--- src/rtl/sampler_pkg.sv ---
package sampler_pkg;

    localparam int N_STEPS    = 261;
    localparam int PRE_LEN    = 5;
    localparam int RES_W      = 256;
    localparam int POOL_W     = 248;
    localparam int FOLD_FIRST = N_STEPS - POOL_W + 1;
    localparam int STEP_W     = $clog2(N_STEPS + 1);
    localparam int RIDX_W     = $clog2(RES_W);
    localparam int PIDX_W     = $clog2(POOL_W);

    typedef logic [STEP_W-1:0] step_t;

    typedef enum logic [2:0] {
        PH_IDLE,
        PH_SETTLE,
        PH_DRIVE,
        PH_CONV,
        PH_WAIT
    } phase_e;

    typedef struct packed {
        logic sw;
        logic chg;
        logic dis;
        logic conv;
    } ctl_s;

    // opening pattern 1,0,1,0,1 follows the step parity
    function automatic logic opening_bit(step_t s);
        return s[0];
    endfunction

endpackage

--- src/rtl/sampler_timer.sv ---
module sampler_timer #(
    parameter int CYC = 8
) (
    input  logic clk,
    input  logic rst,
    input  logic clear,
    input  logic run,
    output logic last_o
);
    localparam int CW = $clog2(CYC + 1);

    logic [CW-1:0] cnt;

    always_ff @(posedge clk) begin
        if (rst || clear) begin
            cnt <= '0;
        end else if (run) begin
            cnt <= cnt + 1'b1;
        end
    end

    assign last_o = run && (cnt == CW'(CYC - 1));

    AST_CNT_BOUND: assert property (@(posedge clk) disable iff (rst)
        run |-> (cnt < CW'(CYC)));

endmodule

--- src/rtl/sampler_stim.sv ---
module sampler_stim
    import sampler_pkg::*;
(
    input  step_t            step,
    input  logic [RES_W-1:0] residual,
    input  logic             prev_lsb,
    output logic             stim_o
);
    logic [RIDX_W-1:0] ridx;

    assign ridx = RIDX_W'(step - step_t'(PRE_LEN + 1));

    always_comb begin
        if (step <= step_t'(PRE_LEN)) begin
            stim_o = opening_bit(step);
        end else begin
            stim_o = residual[ridx] ^ prev_lsb;
        end
    end

endmodule

--- src/rtl/sampler_pool.sv ---
module sampler_pool
    import sampler_pkg::*;
(
    input  logic              clk,
    input  logic              rst,
    input  logic              load,
    input  logic [POOL_W-1:0] seed,
    input  logic              fold_en,
    input  step_t             step,
    input  logic              lsb,
    output logic [POOL_W-1:0] pool_o
);
    logic              in_window;
    logic [PIDX_W-1:0] pidx;

    assign in_window = (step >= step_t'(FOLD_FIRST)) && (step <= step_t'(N_STEPS));
    assign pidx      = PIDX_W'(step - step_t'(FOLD_FIRST));

    for (genvar i = 0; i < POOL_W; i++) begin : g_bit
        logic hit;
        assign hit = fold_en && in_window && (pidx == PIDX_W'(i));
        always_ff @(posedge clk) begin
            if (rst) begin
                pool_o[i] <= 1'b0;
            end else if (load) begin
                pool_o[i] <= seed[i];
            end else if (hit) begin
                pool_o[i] <= pool_o[i] ^ lsb;
            end
        end
    end

    AST_EARLY_NO_FOLD: assert property (@(posedge clk) disable iff (rst)
        (!load && fold_en && step < step_t'(FOLD_FIRST)) |=> $stable(pool_o));

endmodule

--- src/rtl/entropy_sampler.sv ---
module entropy_sampler
    import sampler_pkg::*;
#(
    parameter int DRIVE_CYC = 8,
    parameter int ADC_W     = 8
) (
    input  logic              clk,
    input  logic              rst,
    input  logic              start_i,
    input  logic [RES_W-1:0]  residual_i,
    input  logic [POOL_W-1:0] pool_seed_i,
    input  logic              conv_done_i,
    input  logic [ADC_W-1:0]  conv_data_i,
    output logic              switch_o,
    output logic              charge_o,
    output logic              discharge_o,
    output logic              conv_start_o,
    output logic              busy_o,
    output logic              done_o,
    output logic [POOL_W-1:0] pool_o
);
    localparam step_t LAST_STEP = step_t'(N_STEPS);

    phase_e           phase;
    step_t            step;
    logic             prev_lsb;
    logic             done_q;
    logic [RES_W-1:0] res_q;
    logic             stim;
    logic             t_last;
    logic             accept;
    logic             take;
    ctl_s             ctl;
    logic             unused_conv_hi;

    assign unused_conv_hi = ^conv_data_i;
    assign accept = (phase == PH_IDLE) && start_i;
    assign take   = (phase == PH_WAIT) && conv_done_i;

    always_ff @(posedge clk) begin
        if (rst) begin
            phase    <= PH_IDLE;
            step     <= '0;
            prev_lsb <= 1'b0;
            done_q   <= 1'b0;
            res_q    <= '0;
        end else begin
            done_q <= 1'b0;
            unique case (phase)
                PH_IDLE: begin
                    if (start_i) begin
                        res_q    <= residual_i;
                        step     <= step_t'(1);
                        prev_lsb <= 1'b0;
                        phase    <= PH_SETTLE;
                    end
                end
                PH_SETTLE: phase <= PH_DRIVE;
                PH_DRIVE:  if (t_last) phase <= PH_CONV;
                PH_CONV:   phase <= PH_WAIT;
                PH_WAIT: begin
                    if (conv_done_i) begin
                        prev_lsb <= conv_data_i[0];
                        if (step == LAST_STEP) begin
                            phase  <= PH_IDLE;
                            done_q <= 1'b1;
                        end else begin
                            step  <= step + 1'b1;
                            phase <= PH_SETTLE;
                        end
                    end
                end
                default: phase <= PH_IDLE;
            endcase
        end
    end

    sampler_timer #(.CYC(DRIVE_CYC)) u_timer (
        .clk    (clk),
        .rst    (rst),
        .clear  (phase == PH_SETTLE),
        .run    (phase == PH_DRIVE),
        .last_o (t_last)
    );

    sampler_stim u_stim (
        .step     (step),
        .residual (res_q),
        .prev_lsb (prev_lsb),
        .stim_o   (stim)
    );

    sampler_pool u_pool (
        .clk     (clk),
        .rst     (rst),
        .load    (accept),
        .seed    (pool_seed_i),
        .fold_en (take),
        .step    (step),
        .lsb     (conv_data_i[0]),
        .pool_o  (pool_o)
    );

    always_comb begin
        ctl = '0;
        unique case (phase)
            PH_SETTLE: ctl.sw = 1'b1;
            PH_DRIVE: begin
                ctl.sw  = 1'b1;
                ctl.chg = stim;
                ctl.dis = !stim;
            end
            PH_CONV: ctl.conv = 1'b1;
            default: ctl = '0;
        endcase
    end

    assign switch_o     = ctl.sw;
    assign charge_o     = ctl.chg;
    assign discharge_o  = ctl.dis;
    assign conv_start_o = ctl.conv;
    assign busy_o       = (phase != PH_IDLE);
    assign done_o       = done_q;

    AST_DRIVE_EXCL: assert property (@(posedge clk) disable iff (rst)
        !(charge_o && discharge_o));
    AST_DRIVE_SWITCH: assert property (@(posedge clk) disable iff (rst)
        (charge_o || discharge_o) |-> switch_o);
    AST_CONV_OPEN: assert property (@(posedge clk) disable iff (rst)
        conv_start_o |-> !switch_o);
    AST_CONV_SINGLE: assert property (@(posedge clk) disable iff (rst)
        conv_start_o |=> !conv_start_o);
    AST_DONE_SINGLE: assert property (@(posedge clk) disable iff (rst)
        done_o |=> !done_o);
    AST_DONE_IDLE: assert property (@(posedge clk) disable iff (rst)
        done_o |-> !busy_o);
    AST_STEP_LIMIT: assert property (@(posedge clk) disable iff (rst)
        step <= LAST_STEP);
    AST_OPENING: assert property (@(posedge clk) disable iff (rst)
        ((charge_o || discharge_o) && step <= step_t'(PRE_LEN)) |-> (charge_o == step[0]));
    AST_START_IGNORED: assert property (@(posedge clk) disable iff (rst)
        (busy_o && !take && start_i) |=> (step == $past(step)));

endmodule

--- config.mk ---
export PLATFORM = sky130hd
export DESIGN_NAME = entropy_sampler
export DESIGN_NICKNAME = d
export VERILOG_FILES = /design/src/rtl/sampler_pkg.sv /design/src/rtl/sampler_timer.sv /design/src/rtl/sampler_stim.sv /design/src/rtl/sampler_pool.sv /design/src/rtl/entropy_sampler.sv
export SDC_FILE = /design/constraint.sdc
export NUM_CORES = 2
export LEC_CHECK = 0
export CAP_MARGIN = 20
export CORE_AREA = 2 2 304 306
export CTS_CLUSTER_DIAMETER = 120
export DETAILED_ROUTE_END_ITERATION = 7
export DIE_AREA = 0 0 306 308
export SYNTH_ARGS = -nofsm -noshare
export SYNTH_HDL_FRONTEND = slang
export SYNTH_SLANG_ARGS = --single-unit
--- constraint.sdc ---
create_clock -name clk -period 5.6 [get_ports clk]
set_input_delay 1.4 -clock clk [delete_from_list [all_inputs] [get_ports clk]]
set_output_delay 1.4 -clock clk [all_outputs]
set_load 0.05 [all_outputs]
Word-level counts from Yosys, hierarchy flattened

Index checks and enable logic that the tools add are counted.

Register bits: 522
Bits of input ports: 516
Output and inout bits: 254
Logic and storage cells: 1798

Add/subtract/negate cells: 4
Order comparisons: 4
Equality and inequality tests: 257
Mux-type cells: 515
Bitwise operators: 251
Reduce and logical (&&, ||, !) cells: 513

Operators with widths:

| kind                                                              | count |
|---|---|
| equality test 8 bit, second input constant                        | 120 |
| equality test 8 x 7 -> 1 bit, second input constant               | 64 |
| 2-to-1 mux 1 bit                                                  | 504 |
| nonzero test 2 bit                                                | 249 |
| equality test 8 x 6 -> 1 bit, second input constant               | 32 |
| logical AND 1 bit                                                 | 253 |
| XOR 1 bit                                                         | 249 |
| equality test 8 x 5 -> 1 bit, second input constant               | 16 |
| equality test 8 x 4 -> 1 bit, second input constant               | 8 |
| equality test 8 x 3 -> 1 bit, second input constant               | 4 |
| 2-to-1 mux 9 bit                                                  | 3 |
| case mux 9 bit (2 select lines)                                   | 1 |
| equality test 8 x 2 -> 1 bit, second input constant               | 2 |
| case mux 3 bit (5 select lines)                                   | 1 |
| adder 9 x 1 -> 9 bit, second input constant                       | 1 |
| equality test 9 bit, second input constant                        | 1 |
| greater-or-equal comparator 9 x 4 -> 1 bit, second input constant | 1 |
| less-or-equal comparator 9 x 3 -> 1 bit, second input constant    | 1 |
| less-or-equal comparator 9 bit, second input constant             | 1 |
| < comparator 8 x 9 -> 1 bit, second input constant                | 1 |
| 2-to-1 mux 3 bit                                                  | 3 |
| binary-select mux 1 bit (select 8 bit)                            | 1 |
| equality test 8 x 1 -> 1 bit, second input constant               | 1 |
| logical NOT 8 bit                                                 | 1 |
| 20 further kinds                                                  | 26 |

Depth between registers and ports, before layout

Depth in word-level cells: 7
Mapped depth: 14
Depth with buffers taken out: 10

Hierarchy

Synthesis repeated with hierarchy kept, for this count alone.

Cells, all modules: 3098
Area total of the unflattened synthesis: 26004.9 sq um

Modules (own cells, without submodules):

| module          | instances | cells an instance | area an instance (sq um) |
|---|---|---|---|
| sampler_pool    | 1         | 1673              | 13695.6 |
| entropy_sampler | 1         | 1200              | 9628.0 |
| sampler_stim    | 1         | 207               | 2471.1 |
| sampler_timer   | 1         | 18                | 210.2 |

Worst setup path before layout

No wires, ideal clock.

Kind: register to output
Start: register step[1]
End: output discharge_o
Arrival time: 3.809 ns
Data required time: 4.200 ns
Setup slack: 0.391 ns
Stages on the path, launching flop included: 13
Buffers on the path: 4
Cell sequence: dfxtp_1 > buf_2 > inv_2 > buf_4 > buf_2 > ha_1 > clkbuf_1 > nor2_1 > a22o_1 > o31a_1 > and4_1 > a2111o_1 > a2111oi_2

Word-level cells in the longest chain between the ends: 7
Elaborated cells between the ends (all ways): 8

Ends and longest elaborated chain:

| element                                | RTL line               | RTL |
|---|---|---|
| from (decl)                            | entropy_sampler.sv:25  | `step_t step;` |
| from (signal assigned)                 | entropy_sampler.sv:53  | `step <= step_t'(1);` |
| from (signal assigned)                 | entropy_sampler.sv:68  | `step <= step + 1'b1;` |
| subtractor 8 x 3 -> 8 bit              | sampler_stim.sv:11     | `assign ridx = RIDX_W'(step - step_t'(PRE_LEN + 1));` |
| binary-select mux 1 bit (select 8 bit) | sampler_stim.sv:17     | `stim_o = residual[ridx] ^ prev_lsb;` |
| 2-to-1 mux 1 bit (implied by the code) | sampler_stim.sv:17     |  |
| XOR 1 bit                              | sampler_stim.sv:17     |  |
| 2-to-1 mux 1 bit (*)                   | sampler_stim.sv:14     | `if (step <= step_t'(PRE_LEN)) begin` |
| logical NOT 1 bit (*)                  | entropy_sampler.sv:111 | `ctl.dis = !stim;` |
| 2-to-1 mux 2 bit (*)                   | entropy_sampler.sv:106 | `unique case (phase)` |
| to (decl)                              | entropy_sampler.sv:16  | `output logic discharge_o,` |

Mark *: on every way between the ends. The rest lies on a longest branch, timed or not. The select of a mux whose other input is x is not followed.

Final worst setup path

Same ends and word-level chain as after synthesis.

==> results.py <==
metrics = {
    "worst_setup_path": {
        "crit_family": "compound AO/OA/AOI/OAI gates",
        "cp.depth": 12,
        "crit_type": "flip-flop to output port",
        "cp-end-kind": "output port",
        "critical_path.max_fanout": 12,
        "cp-start-kind": "flip-flop",
        "ff2ff_path_depth": 11,
        "arrival_ns": 3.94,
        "cpPeakStageDelay_ns": 0.54,
        "required_ns": 4.20,
        "crit_chain": "ha_4, buf_4, xor2_4, buf_4, mux2i_1, o21ai_0, a41o_1, nand3_1, and4_1, a222oi_1, a2111oi_2, buf_12",
        "cp_num_buf_inv": 3,
        "path_common_cell": "buf_4",
        "cpMaxStageDelayCell": "a2111oi_2",
    },
    "cts": {
        "clk_latency_ns": 0.60,
        "cts_root_buf": "clkbuf_16",
        "cts_made_buffers": 66,
        "cts_sinks": 522,
        "htree_levels": 3,
        "tritoncts": "done",
        "cts_buffer_depth": 3,
        "clkTransAtPathRegs_ns": 0.06,
    },
    "timing": {
        "setup_ws_ns": 0.257,
        "min_period_ns": 5.34,
        "setup_tns_ns": 0,
        "hold_viol": 0,
        "rsz0062_at_grt": "false",
        "tightest_slew_ns": 1.02,
        "drv_slew": 0,
        "fmax_mhz": 187,
        "fin_crit_sh": 0.954,
        "finClkSkew_ns": 0.0202,
        "setup_viol": 0,
        "fin_hold_ws_ns": 0.450,
        "relSlewSlack": 0.314,
    },
    "min_path": {
        "hold_path.class": "flip-flop to flip-flop",
        "min_delay_path_depth": 2,
    },
    "power_and_ir_drop": {
        "p_leak_nw": 12.2,
        "ir_worst_vdd_v": 0.000149,
        "power_mw": 11.2,
        "pwr_density_cell_nw_per_um2": 319,
    },
    "cells_and_area": {
        "area_delta_synth_final_pct": 47.1,
        "finish.utilization": 0.386,
        "final_nets": 4118,
        "drive_gt1_frac": 0.0741,
        "finalInstanceArea_um2": 35100,
        "final_cells": 4849,
    },
    "synthesis": {
        "synthFlopType": "dfxtp_1",
        "yosys-top-cells-count": "nand2_1 (705), dfxtp_1 (522), nor2_1 (427), a21oi_1 (270), a211oi_1 (248)",
        "synth.area.top_cells": "dfxtp_1 (44%), nand2_1 (11%), a211oi_1 (7.8%)",
        "synthCells": 2919,
        "syn_area_um2": 23900,
        "yosysSeqAreaShare": 0.438,
        "syn_avg_cell_area_um2": 8.18,
        "synth_nets": 3442,
        "synth-seq-cells": 522,
        "synth_top_area_share": 0.438,
        "yosysWarnings": 0,
        "yosysMostFrequentCell": "nand2_1",
        "synth_cell_types": 59,
        "synth_edf_count": 0,
        "async_flop_share": 0,
        "synth_top_area_cell": "dfxtp_1",
    },
    "drt": {
        "drcViolationCount": 0,
        "wl_um": 106000,
        "drt_first_pass_iters": 5,
        "drt_first_iter_violations": 1880,
        "vias_per_cell": 4.76,
        "wl_per_cell_um": 21.8,
        "via_count": 23100,
        "postRouteAntennaNets": 0,
    },
    "place": {
        "io_buffers": 762,
        "postPlaceCellArea_um2": 32700,
        "dp_cells": 4699,
        "pre_cts_slack_ns": 0.159,
        "place_hpwl_um": 77800,
        "gp_congestion": 0.884,
    },
    "global_routing": {
        "grt_remaining_overflow": 0,
        "grt_pass1_vias": 22200,
        "grt_first_pass_wirelength_um": 151000,
        "antenna_found_initial": 39,
        "grt_max_degree": 157,
        "grt.total_usage": 0.216,
    },
    "die": {
        "initial_core_util": 0.263,
        "dieArea_um2": 94200,
        "die_h_um": 308,
        "fp.dieW_um": 306,
        "fp-row-count": 111,
        "pin_count": 770,
        "coreArea_um2": 91000,
    },
    "run": {
        "drv_cap": 0,
    },
    "outcome": {
        "outcome": "complete, no violations",
    },
}
## where the power goes
group          total (mW)  switching [mW]  leakage (nW)  internal, mW
Clock                4.24            1.72          1.06          2.52
Combinational        2.65            1.58          6.80          1.07
Sequential           4.30           0.236          4.31          4.07
## final cells by class
cell class,count,area [µm²]
fill,9245,55800
multi-input combinational,2163,12600
sequential,522,10500
timing repair buffer,835,8370
clock buffer,91,1900
tap,1186,1480
clock inverter,25,231
antenna,20,50.0
inverter,7,27.5
## metal layers
metal / GRT usage / vias up / part of all wire
met5: 0 / - / 0.00059
met4: 0.0886 / 10 / 0.033
met3: 0.0523 / 166 / 0.069
met2: 0.361 / 780 / 0.48
met1: 0.265 / 10900 / 0.42
li1: - / 11200 / -
## state kept, by name, summed over array words and instances, names as in the netlist
| name | count |
|---|---|
| done_o | 1 |
| prev_lsb | 1 |
| res_q | 256 |
| u_pool.pool_o | 248 |
| step | 9 |
| u_timer.cnt | 4 |
| phase | 3 |
## logic make-up (layout without fill, tap and decap cells)
kind of cell               after synthesis  count (layout)  synth area share
and+or+nand+nor                       1247            1247             0.207
AOI/OAI and AO/OA                      567             567             0.150
DFF                                    522             522             0.438
xor gates and xnor gates               265             266            0.0980
buffers and inverters                  235             958            0.0399
muxes                                   76              76            0.0635
adders and majority gates                7               7           0.00367
other                                    0              20                 0
## timing repair
action,CTS,global route
setup buffers,6,6
pin swaps,4,2
cloned,1,0
gates resized for setup,6,11
hold buffers,0,0
endpoints found under the setup margin,2,2
## path summary, 6_finish.rpt
| path | slack, ns | endpoint | from |
|---|---|---|---|
| hold reg to reg | 0.45 | res_q[12] | res_q[12] |
| setup / recovery | 0.26 | discharge_o | step[1] |
| hold / removal | 0.45 | res_q[12] | res_q[12] |
| setup reg to reg | 1.54 | u_pool.pool_o[91] | step[0] |
## tightest hold or removal path, delay by kind of cell, from the launching register on
family	cells	cell delay [ns]
simple gates	1	0.05
compound gates	1	0.05
flops	1	0.30
## placed cells by master, fill, tap and decap left out, drive strengths merged, types with 6 or more instances in the layout
cell	Yosys	final
nand3b	6	6
a211oi	249	249
inv	6	11
clkinv	1	18
clkbuf	196	91
nand4	12	12
a21oi	270	270
xnor2	137	138
dfxtp	522	522
nor3b	11	11
buf	32	76
a31oi	7	7
nand3	29	29
o21ai	11	11
xor2	128	128
nor2	427	427
diode	0	20
and2	11	11
mux4	60	60
mux2i	12	12
nand2	705	705
ha	7	7
clkdlybuf4s50	0	759
nor3	26	26
(Power assumes the default switching activity.)
